`src/rtl/updn_timebase_pkg.sv`:
```
package updn_timebase_pkg;
  typedef enum logic [1:0] {
    ALIGN_EDGE    = 2'b00,
    ALIGN_CTR_DN  = 2'b01,
    ALIGN_CTR_UP  = 2'b10,
    ALIGN_CTR_ALL = 2'b11
  } align_e;

  typedef struct packed {
    logic   en;
    logic   dir;
    align_e align;
    logic   opm;
    logic   udis;
    logic   urs;
    logic   arpe;
  } tb_cfg_t;
endpackage

```
`src/rtl/updn_tb_prescaler.sv`:
```
module updn_tb_prescaler #(
  parameter int unsigned PSC_W = 16
) (
  input  logic             clk_i,
  input  logic             rst_ni,
  input  logic             run_i,
  input  logic             restart_i,
  input  logic             xfer_i,
  input  logic             psc_we_i,
  input  logic [PSC_W-1:0] psc_i,
  output logic             tick_o
);
  logic [PSC_W-1:0] psc_pre_q, psc_sh_q, pcnt_q;

  assign tick_o = run_i && !restart_i && (pcnt_q == psc_sh_q);

  always_ff @(posedge clk_i or negedge rst_ni) begin
    if (!rst_ni) begin
      psc_pre_q <= '0;
      psc_sh_q  <= '0;
      pcnt_q    <= '0;
    end else begin
      if (psc_we_i) psc_pre_q <= psc_i;
      if (xfer_i)   psc_sh_q  <= psc_pre_q;
      if (restart_i)  pcnt_q <= '0;
      else if (run_i) pcnt_q <= tick_o ? '0 : pcnt_q + PSC_W'(1);
    end
  end

  assert_tick_spacing_R2: assert property (@(posedge clk_i) disable iff (!rst_ni)
    (tick_o && psc_sh_q != '0 && !xfer_i) |=> !tick_o);
endmodule

```
`src/rtl/updn_tb_core.sv`:
```
module updn_tb_core
  import updn_timebase_pkg::*;
#(
  parameter int unsigned CNT_W = 16
) (
  input  logic             clk_i,
  input  logic             rst_ni,
  input  logic             tick_i,
  input  logic             restart_i,
  input  logic             xfer_i,
  input  align_e           align_i,
  input  logic             cfg_dir_i,
  input  logic             arpe_i,
  input  logic             arr_we_i,
  input  logic [CNT_W-1:0] arr_i,
  output logic [CNT_W-1:0] cnt_o,
  output logic             dir_o,
  output logic             wrap_o
);
  logic [CNT_W-1:0] cnt_q, arr_pre_q, arr_sh_q, reload_val;
  logic             dir_q, center, step, down;

  assign center     = (align_i != ALIGN_EDGE);
  assign down       = center ? dir_q : cfg_dir_i;
  assign step       = tick_i && !restart_i && (arr_sh_q != '0);
  assign reload_val = xfer_i ? arr_pre_q : arr_sh_q;
  assign cnt_o      = cnt_q;
  assign dir_o      = down;

  // occurrence: leaving an end value
  always_comb begin
    wrap_o = 1'b0;
    if (step) wrap_o = down ? (cnt_q == '0) : (cnt_q >= arr_sh_q);
  end

  always_ff @(posedge clk_i or negedge rst_ni) begin
    if (!rst_ni) begin
      cnt_q     <= '0;
      dir_q     <= 1'b0;
      arr_pre_q <= '0;
      arr_sh_q  <= '0;
    end else begin
      if (arr_we_i) arr_pre_q <= arr_i;
      if (arr_we_i && !arpe_i) arr_sh_q <= arr_i;
      else if (xfer_i)         arr_sh_q <= arr_pre_q;

      if (restart_i) begin
        cnt_q <= (!center && cfg_dir_i) ? reload_val : '0;
        dir_q <= 1'b0;
      end else if (step) begin
        if (!center) begin
          if (cfg_dir_i) cnt_q <= wrap_o ? reload_val : cnt_q - CNT_W'(1);
          else           cnt_q <= wrap_o ? '0 : cnt_q + CNT_W'(1);
        end else if (dir_q) begin
          if (wrap_o) begin
            cnt_q <= CNT_W'(1);
            dir_q <= 1'b0;
          end else cnt_q <= cnt_q - CNT_W'(1);
        end else begin
          if (wrap_o) begin
            cnt_q <= arr_sh_q - CNT_W'(1);
            dir_q <= 1'b1;
          end else cnt_q <= cnt_q + CNT_W'(1);
        end
      end
    end
  end

  assert_hold_no_tick_R2: assert property (@(posedge clk_i) disable iff (!rst_ni)
    (!tick_i && !restart_i) |=> $stable(cnt_q));
  assert_edge_up_wrap_R3: assert property (@(posedge clk_i) disable iff (!rst_ni)
    (wrap_o && !center && !cfg_dir_i) |=> (cnt_q == '0));
  assert_center_no_repeat_R4: assert property (@(posedge clk_i) disable iff (!rst_ni)
    (step && center) |=> (cnt_q != $past(cnt_q)));
  assert_zero_reload_hold_R13: assert property (@(posedge clk_i) disable iff (!rst_ni)
    (arr_sh_q == '0 && !restart_i) |=> $stable(cnt_q));
endmodule

```
`src/rtl/updn_tb_repgate.sv`:
```
module updn_tb_repgate #(
  parameter int unsigned REP_W = 8
) (
  input  logic             clk_i,
  input  logic             rst_ni,
  input  logic             wrap_i,
  input  logic             restart_i,
  input  logic             udis_i,
  input  logic             rep_we_i,
  input  logic [REP_W-1:0] rep_i,
  output logic             uev_o,
  output logic             cnt_upd_o
);
  logic [REP_W-1:0] rep_pre_q, rep_sh_q, rcnt_q, reload_val;
  logic             rep_due;

  assign rep_due    = wrap_i && (rcnt_q == '0);
  assign uev_o      = !udis_i && (restart_i || rep_due);
  assign cnt_upd_o  = !udis_i && rep_due;
  assign reload_val = uev_o ? rep_pre_q : rep_sh_q;

  always_ff @(posedge clk_i or negedge rst_ni) begin
    if (!rst_ni) begin
      rep_pre_q <= '0;
      rep_sh_q  <= '0;
      rcnt_q    <= '0;
    end else begin
      if (rep_we_i) rep_pre_q <= rep_i;
      if (uev_o)    rep_sh_q  <= rep_pre_q;
      if (restart_i || rep_due) rcnt_q <= reload_val;
      else if (wrap_i)          rcnt_q <= rcnt_q - REP_W'(1);
    end
  end

  assert_rep_countdown_R7: assert property (@(posedge clk_i) disable iff (!rst_ni)
    (wrap_i && rcnt_q != '0 && !restart_i) |=> (rcnt_q == $past(rcnt_q) - REP_W'(1)));
endmodule

```
`src/rtl/updn_timebase.sv`:
```
module updn_timebase
  import updn_timebase_pkg::*;
#(
  parameter int unsigned CNT_W = 16,
  parameter int unsigned PSC_W = 16,
  parameter int unsigned REP_W = 8
) (
  input  logic             clk_i,
  input  logic             rst_ni,
  input  logic             cfg_we_i,
  input  logic             cfg_en_i,
  input  logic             cfg_dir_i,
  input  logic [1:0]       cfg_align_i,
  input  logic             cfg_opm_i,
  input  logic             cfg_udis_i,
  input  logic             cfg_urs_i,
  input  logic             cfg_arpe_i,
  input  logic             psc_we_i,
  input  logic [PSC_W-1:0] psc_i,
  input  logic             arr_we_i,
  input  logic [CNT_W-1:0] arr_i,
  input  logic             rep_we_i,
  input  logic [REP_W-1:0] rep_i,
  input  logic             ug_i,
  input  logic             flag_clr_i,
  input  logic             cnt_en_i,
  output logic [CNT_W-1:0] cnt_o,
  output logic             dir_o,
  output logic             run_o,
  output logic             update_o,
  output logic             uif_o,
  output logic             cc_qual_o
);
  tb_cfg_t cfg_q;
  logic    tick, wrap, uev, cnt_upd, update_q, uif_q;

  updn_tb_prescaler #(.PSC_W(PSC_W)) u_psc (
    .clk_i, .rst_ni,
    .run_i    (cfg_q.en && cnt_en_i),
    .restart_i(ug_i),
    .xfer_i   (uev),
    .psc_we_i, .psc_i,
    .tick_o   (tick)
  );

  updn_tb_core #(.CNT_W(CNT_W)) u_core (
    .clk_i, .rst_ni,
    .tick_i   (tick),
    .restart_i(ug_i),
    .xfer_i   (uev),
    .align_i  (cfg_q.align),
    .cfg_dir_i(cfg_q.dir),
    .arpe_i   (cfg_q.arpe),
    .arr_we_i, .arr_i,
    .cnt_o,
    .dir_o,
    .wrap_o   (wrap)
  );

  updn_tb_repgate #(.REP_W(REP_W)) u_rep (
    .clk_i, .rst_ni,
    .wrap_i   (wrap),
    .restart_i(ug_i),
    .udis_i   (cfg_q.udis),
    .rep_we_i, .rep_i,
    .uev_o    (uev),
    .cnt_upd_o(cnt_upd)
  );

  always_ff @(posedge clk_i or negedge rst_ni) begin
    if (!rst_ni) begin
      cfg_q    <= '0;
      update_q <= 1'b0;
      uif_q    <= 1'b0;
    end else begin
      if (cfg_we_i) begin
        cfg_q.en    <= cfg_en_i;
        cfg_q.dir   <= cfg_dir_i;
        cfg_q.align <= align_e'(cfg_align_i);
        cfg_q.opm   <= cfg_opm_i;
        cfg_q.udis  <= cfg_udis_i;
        cfg_q.urs   <= cfg_urs_i;
        cfg_q.arpe  <= cfg_arpe_i;
      end
      if (cfg_q.opm && uev) cfg_q.en <= 1'b0;
      update_q <= uev;
      if (uev && (!cfg_q.urs || cnt_upd)) uif_q <= 1'b1;
      else if (flag_clr_i)                uif_q <= 1'b0;
    end
  end

  always_comb begin
    unique case (cfg_q.align)
      ALIGN_CTR_DN: cc_qual_o = dir_o;
      ALIGN_CTR_UP: cc_qual_o = !dir_o;
      default:      cc_qual_o = 1'b1;
    endcase
  end

  assign run_o    = cfg_q.en;
  assign update_o = update_q;
  assign uif_o    = uif_q;

  assert_udis_quiet_R8: assert property (@(posedge clk_i) disable iff (!rst_ni)
    cfg_q.udis |=> !update_o);
  assert_opm_stop_R11: assert property (@(posedge clk_i) disable iff (!rst_ni)
    (cfg_q.opm && uev) |=> !run_o);
  assert_flag_sticky_R12: assert property (@(posedge clk_i) disable iff (!rst_ni)
    (uif_o && !flag_clr_i) |=> uif_o);
  assert_ug_pulse_R10: assert property (@(posedge clk_i) disable iff (!rst_ni)
    (ug_i && !cfg_q.udis) |=> update_o);
endmodule

```
`config.mk`:
```
export PLATFORM = sky130hd
export DESIGN_NAME = updn_timebase
export DESIGN_NICKNAME = d
export VERILOG_FILES = /design/src/rtl/updn_timebase_pkg.sv /design/src/rtl/updn_tb_prescaler.sv /design/src/rtl/updn_tb_core.sv /design/src/rtl/updn_tb_repgate.sv /design/src/rtl/updn_timebase.sv
export SDC_FILE = /design/constraint.sdc
export NUM_CORES = 1
export LEC_CHECK = 0
export BUFFER_PORTS_ARGS = -buffer_cell sky130_fd_sc_hd__buf_2
export CORE_MARGIN = 2
export CORE_UTILIZATION = 45
export CTS_CLUSTER_SIZE = 20
export DETAILED_ROUTE_END_ITERATION = 7
export GPL_TIMING_DRIVEN = 0
export PLACE_DENSITY_LB_ADDON = 0.15
export REMOVE_ABC_BUFFERS = 1
export SYNTH_ARGS = -nofsm -noshare
export SYNTH_HDL_FRONTEND = slang
export SYNTH_SLANG_ARGS = --single-unit
export TNS_END_PERCENT = 5
```
`constraint.sdc`:
```
create_clock -name clk_i -period 7.6 [get_ports clk_i]
set_clock_uncertainty 0.05 [all_clocks]
set_input_delay 1.52 -clock clk_i [delete_from_list [all_inputs] [get_ports clk_i]]
set_output_delay 1.52 -clock clk_i [all_outputs]
set_load 0.01 [all_outputs]
```
Yosys cells after proc, flatten, opt, wreduce, memory -nomap -nowiden
Index checks and enable logic that the tools add are counted.
Storage, ports and cells
  register bits after elaboration: 131
  output and inout bits: 21
  logic and storage cells: 91
Operators by class
  add/sub/neg operators: 5
  order comparisons: 1
  equality and inequality tests: 3
  muxes and demuxes: 32
  reductions and logical operators: 31
Operator list (count)
  $mux W16: 15
  $add A16 B1 Y16 const B: 2
  $mux W8: 4
  $sub A16 B1 Y16 const B: 2
  $eq A16 B16 Y1: 1
  $ge A16 B16 Y1: 1
  $logic_not A16 Y1: 1
  $reduce_bool A16 Y1: 1
  $reduce_bool A2 Y1: 7
  $logic_and A1 B1 Y1: 12
  $mux W1: 12
  $logic_not A8 Y1: 1
  $sub A8 B1 Y8 const B: 1
  $logic_not A1 Y1: 6
  $eq A2 B1 Y1 const B: 1
  $eq A2 B2 Y1 const B: 1
  $logic_or A1 B1 Y1: 2
  $pmux W1 S2: 1
  $reduce_and A2 Y1: 1

Logic depth before layout (Yosys ltp)
Gate-level depths: netlist (run 1).
  word-level depth: 15
  gate-level depth with buffers: 14

Cells and area by module
From an unflattened synthesis (run 1), not the netlist that was laid out.
Unflattened totals
  cell total of the unflattened synthesis: 777
  area total of the unflattened synthesis: 7683.6 µm²
By module, submodules not included
  updn_tb_core: instances 1, cells an instance 434, area an instance 3716.1 µm²
  updn_tb_prescaler: instances 1, cells an instance 213, area an instance 2343.5 µm²
  updn_tb_repgate: instances 1, cells an instance 98, area an instance 1182.4 µm²
  updn_timebase: instances 1, cells an instance 32, area an instance 441.7 µm²

Worst setup path before layout (run 1)
No wires, ideal clock.
  kind: input -> register
  start: in ug_i
  end: reg u_rep.rcnt_q[3]
  library setup time: 0.126 ns
  arrival: 3.371 ns
  required time: 7.424 ns
  setup slack: 4.053 ns
  stages: 10
  path buffers: 3
  path through: clkbuf_1 inv_1 and3_1 clkbuf_1 and3_1 clkbuf_1 o2111ai_4 nand2_4 mux2_2 a221o_1
On the way
  cells in the longest elaborated chain, start to end: 11
  elaborated cells on any way between the ends: 12
RTL lines
  from (decl): line updn_timebase.sv:24  | input logic ug_i,
  $logic_not A1 Y1: line updn_tb_prescaler.sv:15, updn_tb_core.sv:25
  $logic_and A1 B1 Y1 (2 in series): line updn_tb_prescaler.sv:15  | assign tick_o = run_i && !restart_i && (pcnt_q == psc_sh_q);
  $logic_and A1 B1 Y1 (2 in series): line updn_tb_core.sv:25  | assign step = tick_i && !restart_i && (arr_sh_q != '0);
  $mux W1: line updn_tb_core.sv:33  | if (step) wrap_o = down ? (cnt_q == '0) : (cnt_q >= arr_sh_q);
  $logic_and A1 B1 Y1: line updn_tb_repgate.sv:17  | assign rep_due = wrap_i && (rcnt_q == '0);
  $logic_or A1 B1 Y1 *: line updn_tb_repgate.sv:18  | assign uev_o = !udis_i && (restart_i || rep_due);
  $logic_and A1 B1 Y1 *: line updn_tb_repgate.sv:18
  $mux W8 *
  via u_rep.reload_val[3]: line updn_tb_repgate.sv:14  | logic [REP_W-1:0] rep_pre_q, rep_sh_q, rcnt_q, reload_val;
  $mux W8 *: line updn_tb_repgate.sv:30  | if (restart_i || rep_due) rcnt_q <= reload_val;
  to (signal assigned): line updn_tb_repgate.sv:30
  to (signal assigned): line updn_tb_repgate.sv:31  | else if (wrap_i) rcnt_q <= rcnt_q - REP_W'(1);
  to (decl): line updn_tb_repgate.sv:14
The timed path passes the listed nets; every way through them passes the cells marked *.
A chain may end at the register's enable or synchronous reset.

Final worst setup path (run 1)
Same ends and word-level chain as after synthesis.

==> flow_summary_export.csv, run 1 <==
group,metric,value,unit
final_layout,area_growth,13.5,%
logic_synthesis,ys_types,76,
setup_path,crit_buf_inv,2,
setup_path,cp_max_fo,33,
clock_tree,cts-htree-levels,4,
final_layout,nets,929,
route,postRouteAntennaNets,0,
place,dp.cells,1054,
place,gp_congestion,0.930,
setup_path,cp_data_required_time,7.85,ns
grt,grt_overflow,0,
timing,layout_min_cycle_time,4.91,ns
clock_tree,cts.clk_slew.worst_paths,0.06,ns
logic_synthesis,synthTopCellsByArea,"dfrtp_1, mux2_2, ha_1, xnor2_1, nor2_1",
logic_synthesis,yosysMostFrequentCell,"dfrtp_1",
clock_tree,cts_root_buffer,"clkbuf_16",
setup_path,cpMostUsedCell,"and3_1",
logic_synthesis,yosys_warnings,0,
place,pre_cts_slack,2.23,ns
die,die-area,18300,µm²
clock_tree,cts.sinks,131,
clock_tree,numCtsBuffers,17,
grt,antenna_found_initial,0,
final_layout,multi_input_area,4160,µm²
final_layout,final_cells,1086,
final_layout,drive_gt1_frac,0.232,
setup_path,cp.arrival,5.16,ns
timing,rsz0062_at_grt,"no",
clock_tree,cts_buffer_depth,2,
timing,final_max_slew_viol_count,0,
final_layout,n_fill_cell,1590,
run,maxCapViolCount,0,
timing,final.period_utilization,0.646,
logic_synthesis,synth_xor_area_frac,0.0451,
timing,fmax,204,MHz
final_layout,num_antenna_cells,0,
setup_path,cpPeakStageDelay,0.66,ns
setup_path,crit_chain,"buf_2 > inv_1 > and3_1 > and3_1 > o2111ai_4 > nand2_4 > mux2_2 > a221o_1",
logic_synthesis,synth.avg_cell_area,9.82,µm²
logic_synthesis,synthSimpleGateAreaFrac,0.157,
die,die_x,135,µm
die,fp.dieH,135,µm
logic_synthesis,ys_async_sr_fraction,1.00,
route,vias,6520,
clock_tree,cts_resized,0,
logic_synthesis,muxShareOfSynthArea,0.127,
timing,timing.final.hold_violations,0,
grt,first_global_vias,6552,
die,io_pins,78,
logic_synthesis,syn_area,7770,µm²
clock_tree,tritoncts,"done",
logic_synthesis,synth_top_area_frac,0.422,
logic_synthesis,synth_edf_count,0,
logic_synthesis,seq_area_frac_synth,0.422,
run_status,status,"complete, no violations",
logic_synthesis,synth_common_cells,"dfrtp_1, nor2_1, mux2_2",
timing,setup-violations-final,0,
clock_tree,ctsHoldBuffers,0,
clock_tree,clk_latency,0.43,ns
setup_path,critPathKind,"input pin to register",
pwr,peakVddDrop,0.000166,V
setup_path,critical_path.endpoint_type,"register",
die,core,17100,µm²
place,numPortBuffers,77,
route,wirelength,21500,µm
setup_path,cp-start-kind,"input pin",
clock_tree,cts_setup_buffers,0,
route,drtIter0Drc,456,
grt,grt_max_degree,98,
route,viasPerCell,6.00,
timing,slew_headroom,0.199,
grt,track_usage,0.247,
timing,setup_tns,0,ns
final_layout,fin_util,0.516,
logic_synthesis,synth-compound-area-share,0.167,
hold_path,hold_path.class,"register to register",
route,drc,0,
route,firstDrtPassIters,5,
pwr,p_leak,3.84,nW
die,initial_core_util,0.454,
die,rows,48,
route,wire_per_inst,19.8,µm
timing,tightest_slew,1.20,ns
logic_synthesis,synthCells,792,
logic_synthesis,synth_area_leader_cell,"dfrtp_1",
pwr,cellPowerDensity,236,nW/µm²
logic_synthesis,ys.flop_type,"dfrtp_1",
setup_path,path_delay_family,"simple AND/OR/NAND/NOR gates",
logic_synthesis,ys_ff_latch,131,
grt,grt_pass1_wl,34800,µm
logic_synthesis,synth_top_family_by_area,"compound AO/OA/AOI/OAI gates",
place,dp_hpwl,15400,µm
logic_synthesis,synthAdderAreaFrac,0.0386,
final_layout,final-seq-area,3280,µm²
setup_path,slowest_stage,"and3_1",
timing,setup_ws,2.69,ns
[cells by family after synthesis]
logic type	count (synthesis)
adder cells (fa/ha/maj)	24
flip-flops	131
XOR/XNOR	40
buffers and inverters	77
AO/OA/AOI/OAI	190
AND/OR/NAND/NOR	241
multiplexers	89
[area by class of cell]
| type | instances | area share |
|---|---|---|
| Multi-Input combinational cell | 584 | 0.471 |
| Clock buffer | 19 | 0.0513 |
| Tap cell | 225 | 0.0319 |
| Inverter | 36 | 0.0153 |
| Clock inverter | 13 | 0.0113 |
| Sequential cell | 131 | 0.371 |
| Timing Repair Buffer | 78 | 0.0475 |
[layer usage]
| layer | vias up | wire length, µm | share of wire | track usage |
|---|---|---|---|---|
| met4 | 0 | 851 | 0.039 | 0.117 |
| met5 | - | 0 | 0 | 0 |
| met1 | 3205 | 9180 | 0.43 | 0.320 |
| met3 | 62 | 1290 | 0.060 | 0.0490 |
| met2 | 247 | 10200 | 0.47 | 0.399 |
| li1 | 3006 | - | - | - |
[power breakdown]
group,internal [mW],total (mW),switching (mW)
clock,0.438,0.765,0.328
sequential,0.789,0.891,0.102
combinational,0.192,0.423,0.231
total,1.42,2.08,0.661
[worst reg2reg max path: cells and delay by family, from the launching register on]
family	cells	cell delay, ns
fa+ha+maj	1	0.45
compound gates	3	1.56
flops	1	0.39
simple gates	2	0.87
mux	2	0.94
buf+inv	2	0.30
[metrics by stage]
stage,hold slack (ns),area (µm²),power [mW]
2_1_floorplan,0.366,7570,1.16
4_1_cts,0.398,8820,2.10
5_1_grt,0.403,8820,2.19
6_report,0.394,8820,2.08
3_5_place_dp,0.391,8270,1.32
3_3_place_gp,0.375,8240,1.30
[state kept, by name, indices dropped and copies added (netlist names)]
signal	cells
run_o	1
update_o	1
u_core.cnt_o	16
u_psc.psc_sh_q	16
u_core.dir_q	1
u_rep.rep_pre_q	8
u_psc.psc_pre_q	16
u_psc.pcnt_q	16
cfg_q	7
u_core.arr_sh_q	16
uif_o	1
u_core.arr_pre_q	16
u_rep.rcnt_q	8
u_rep.rep_sh_q	8
[worst paths after layout]
path,cells after the start,endpoint,from,slack (ns)
max in group asynchronous,2,u_core.arr_sh_q[12]$_DFF_PN0_,rst_ni,5.78
setup / recovery,8,u_rep.rcnt_q[3]$_DFFE_PN0P_,ug_i,2.69
hold / removal,1,run_o$_DFFE_PN0P_,cfg_q[3]$_DFFE_PN0P_,0.39
min in group asynchronous,1,u_core.arr_sh_q[2]$_DFF_PN0_,rst_ni,0.93
setup reg to reg,10,u_rep.rcnt_q[3]$_DFFE_PN0P_,cfg_q[4]$_DFFE_PN0P_,2.93
hold reg to reg,1,run_o$_DFFE_PN0P_,cfg_q[3]$_DFFE_PN0P_,0.39
[placed cells by master, fill, tap and decap left out, types with 3 or more instances in the layout]
cell	instances
dfrtp_1	131
buf_2	76
nor2_1	70
mux2_2	67
nand2_1	48
o21ai_0	43
a21oi_1	36
xnor2_1	34
inv_1	34
ha_1	24
nand3_1	23
a31oi_1	21
mux2i_1	21
and3_1	21
clkbuf_16	17
nor3_1	16
o31ai_1	14
nand4_1	11
o211ai_1	10
nand2b_1	10
nor4_1	9
o21a_1	6
xor2_1	6
a21o_1	6
or3_1	6
o22ai_1	5
o22a_1	4
nor2b_1	4
a21boi_0	4
and4_1	4
clkinvlp_4	4
a41oi_1	3
o211a_1	3
or4_1	3
a2bb2oi_1	3
clkinv_2	3
inv_6	3
Power figures use the tool's default switching activity.
==> run 2: changes to the inputs <==
--- a/config.mk
+++ b/config.mk
@@ -5,6 +5,7 @@
 export SDC_FILE = /design/constraint.sdc
 export NUM_CORES = 1
 export LEC_CHECK = 0
+export ABC_AREA = 1
 export BUFFER_PORTS_ARGS = -buffer_cell sky130_fd_sc_hd__buf_2
 export CORE_MARGIN = 2
 export CORE_UTILIZATION = 45
==> constraint.sdc (replaced) <==
create_clock -name clk_i -period 4.4 [get_ports clk_i]
set_clock_uncertainty 0.05 [all_clocks]
set_input_delay 0.88 -clock clk_i [delete_from_list [all_inputs] [get_ports clk_i]]
set_output_delay 0.88 -clock clk_i [all_outputs]
set_load 0.01 [all_outputs]
==> run 2 against run 1 <==
Compared with the run above: worst hold slack worse by 0.012 ns; largest power group is now the clock network; cell count is 25% higher; final area is 2.3% higher; highest routed layer unchanged.
==> flow_summary_export.csv, run 2 <==
group,metric,value,unit
run_status,status,"complete, no violations",
final_layout,final_cell_mix,"nand2_1, dfrtp_1, inv_1",
final_layout,nets,1199,
timing,tightest_slew,0.924,ns
place,place_area,8330,µm²
final_layout,num_antenna_cells,0,
logic_synthesis,ys.flop_type,"dfrtp_1",
setup_path,slowest_stage,"nand2_4",
pwr,p_leak,4.45,nW
clock_tree,cts_setup_buffers,0,
logic_synthesis,synth_edf_count,0,
place,gp_congestion,0.844,
clock_tree,clk_latency,0.43,ns
setup_path,cp_data_required_time,4.67,ns
pwr,cellPowerDensity,442,nW/µm²
timing,final_max_slew_viol_count,0,
route,drtIter0Drc,565,
die,die_x,135,µm
logic_synthesis,ys_ff_latch,131,
route,wire_per_inst,14.1,µm
grt,grt_max_degree,78,
route,drc,0,
setup_path,reg2reg_slack,0.51,ns
clock_tree,tritoncts,"done",
run,maxCapViolCount,0,
logic_synthesis,synth_area_leader_cell,"dfrtp_1",
logic_synthesis,syn_area,7770,µm²
setup_path,crit_end,"u_core.cnt_o[11]$_DFFE_PN0P_",
grt,grt_overflow,0,
logic_synthesis,ys_types,40,
timing,slew_headroom,0.384,
route,highest_layer,"met4",
clock_tree,cts-htree-levels,4,
die,die-area,18300,µm²
die,fp.dieH,135,µm
clock_tree,ctsHoldBuffers,0,
route,postRouteAntennaNets,0,
route,viasPerCell,5.00,
clock_tree,numCtsBuffers,17,
timing,fmax,257,MHz
logic_synthesis,synth.avg_cell_area,7.36,µm²
timing,final.period_utilization,0.884,
logic_synthesis,synthTopCellsByArea,"dfrtp_1, nand2_1, inv_1, o21ai_0, nor2_1",
final_layout,drive_gt1_frac,0.165,
place,dp_hpwl,13500,µm
grt,track_usage,0.222,
place,numPortBuffers,77,
clock_tree,cts_root_buffer,"clkbuf_16",
route,firstDrtPassIters,6,
setup_path,reg2reg_to,"u_core.cnt_o[11]$_DFFE_PN0P_",
final_layout,area_growth,16.3,%
route,met3_length,975,µm
route,wirelength,19100,µm
final_layout,layout_commonest_cell,"nand2_1",
setup_path,reg2regPathDepth,15,
setup_path,cpMostUsedCell,"nand2_1",
clock_tree,cts_resized,0,
timing,rsz0062_at_grt,"no",
die,rows,48,
logic_synthesis,synth_top_area_frac,0.422,
die,io_pins,78,
logic_synthesis,seq_area_frac_synth,0.422,
timing,timing.final.hold_violations,0,
setup_path,critical_path.endpoint_type,"register",
setup_path,startpoint,"cfg_q[4]$_DFFE_PN0P_",
setup_path,cp_max_fo,76,
logic_synthesis,ys_async_sr_fraction,1.00,
grt,first_global_vias,6428,
pwr,peakVddDrop,0.000272,V
die,initial_core_util,0.455,
logic_synthesis,synth_common_cells,"nand2_1, dfrtp_1, inv_1",
timing,layout_min_cycle_time,3.89,ns
setup_path,cp-start-kind,"register",
hold_path,hold_path.class,"input pin to async pin",
route,drt-met1-wl,9030,µm
grt,antenna_found_initial,0,
route,vias,6784,
final_layout,design_area,9030,µm²
die,core,17100,µm²
logic_synthesis,yosys_warnings,0,
clock_tree,cts.sinks,131,
pwr,totalPowerFinal,3.99,mW
setup_path,crit_chain,"inv_1 > ha_1 > inv_2 > nand2_1 > nand2_1 > inv_2 > o21ai_2 > nand4_2 > nand2_4 > nand2_4 > nand2_1 > o21ai_2 > o21ai_1 > a21oi_1 > nor2_1",
logic_synthesis,yosysMostFrequentCell,"nand2_1",
timing,setup-violations-final,0,
timing,holdWs,0.381,ns
setup_path,cp.arrival,4.16,ns
setup_path,critPathKind,"register to register",
route,met2_wirelength,8900,µm
setup_path,r2r-start,"cfg_q[4]$_DFFE_PN0P_",
logic_synthesis,synthCells,1055,
clock_tree,cts_buffer_depth,2,
setup_path,cpPeakStageDelay,0.71,ns
grt,grt_pass1_wl,32100,µm
clock_tree,cts.clk_slew.worst_paths,0.06,ns
==> run 2: changes by cell type in the layout (fill, tap and decap cells not counted), sizes merged, moves of 14 or more <==
cell and delta:
nand2 +252, inv +107, o21ai +104, mux2 -63
nor2 +28, xnor2 -24, mux2i -22, and3 -21
a31oi -14, xor2 +14
==> run 2: how the worst min path moves through the flow <==
stage	from	endpoint
2_1_floorplan	u_core.arr_pre_q[0]$_DFFE_PN0P_	u_core.arr_pre_q[0]$_DFFE_PN0P_
3_3_place_gp	u_rep.rep_sh_q[5]$_DFF_PN0_	u_rep.rep_sh_q[5]$_DFF_PN0_
3_5_place_dp	u_rep.rep_sh_q[5]$_DFF_PN0_	u_rep.rep_sh_q[5]$_DFF_PN0_
4_1_cts	rst_ni	u_psc.psc_pre_q[8]$_DFFE_PN0P_
5_1_grt	rst_ni	u_psc.psc_pre_q[8]$_DFFE_PN0P_
6_report	rst_ni	u_psc.psc_pre_q[7]$_DFFE_PN0P_
==> run 2: cell families after synthesis <==
group | after synthesis | share of synthesized area
buffers and inverters | 182 | 0.0926
flip-flops | 131 | 0.422
adder cells (fa/ha/maj) | 24 | 0.0387
AO/OA/AOI/OAI | 230 | 0.168
multiplexers | 4 | 0.00580
XOR/XNOR | 30 | 0.0338
AND/OR/NAND/NOR | 454 | 0.239
==> run 2: stage by stage <==
step,setup WS [ns],TNS (ns),util,instances
2_1_floorplan,1.00,0,-,1019
3_3_place_gp,-0.855,-9.78,0.485,1321
3_5_place_dp,0.524,0,0.489,1324
4_1_cts,0.493,0,0.529,1356
5_1_grt,0.111,0,0.529,1356
6_report,0.511,0,0.529,1356
==> run 2: area by class of cell <==
cell class / count / area, µm²
inverters: 146 / 551
flip-flops and latches: 131 / 3280
clock buffers: 19 / 443
repair buffers: 80 / 449
clock inverters: 13 / 254
multi-input cells: 742 / 3770
fillers: 1685 / 8030
well taps: 225 / 282
==> run 2: worst max-delay path, delay by kind of cell, from the launching register on <==
family,cells,cell delay [ns]
simple gates,7,1.90
flops,1,0.38
compound gates,4,0.55
fa+ha+maj,1,0.30
buf+inv,3,0.58
==> run 2: metal layers <==
layer	track usage	vias up
li1	-	3510
met1	0.305	3092
met2	0.355	164
met3	0.0464	18
met4	0.0700	0
met5	0	-
==> run 2: where the power goes <==
group / switching (mW) / internal [mW] / total, mW
clock network: 0.548 / 1.13 / 1.68
logic: 0.519 / 0.303 / 0.822
registers: 0.135 / 1.35 / 1.48
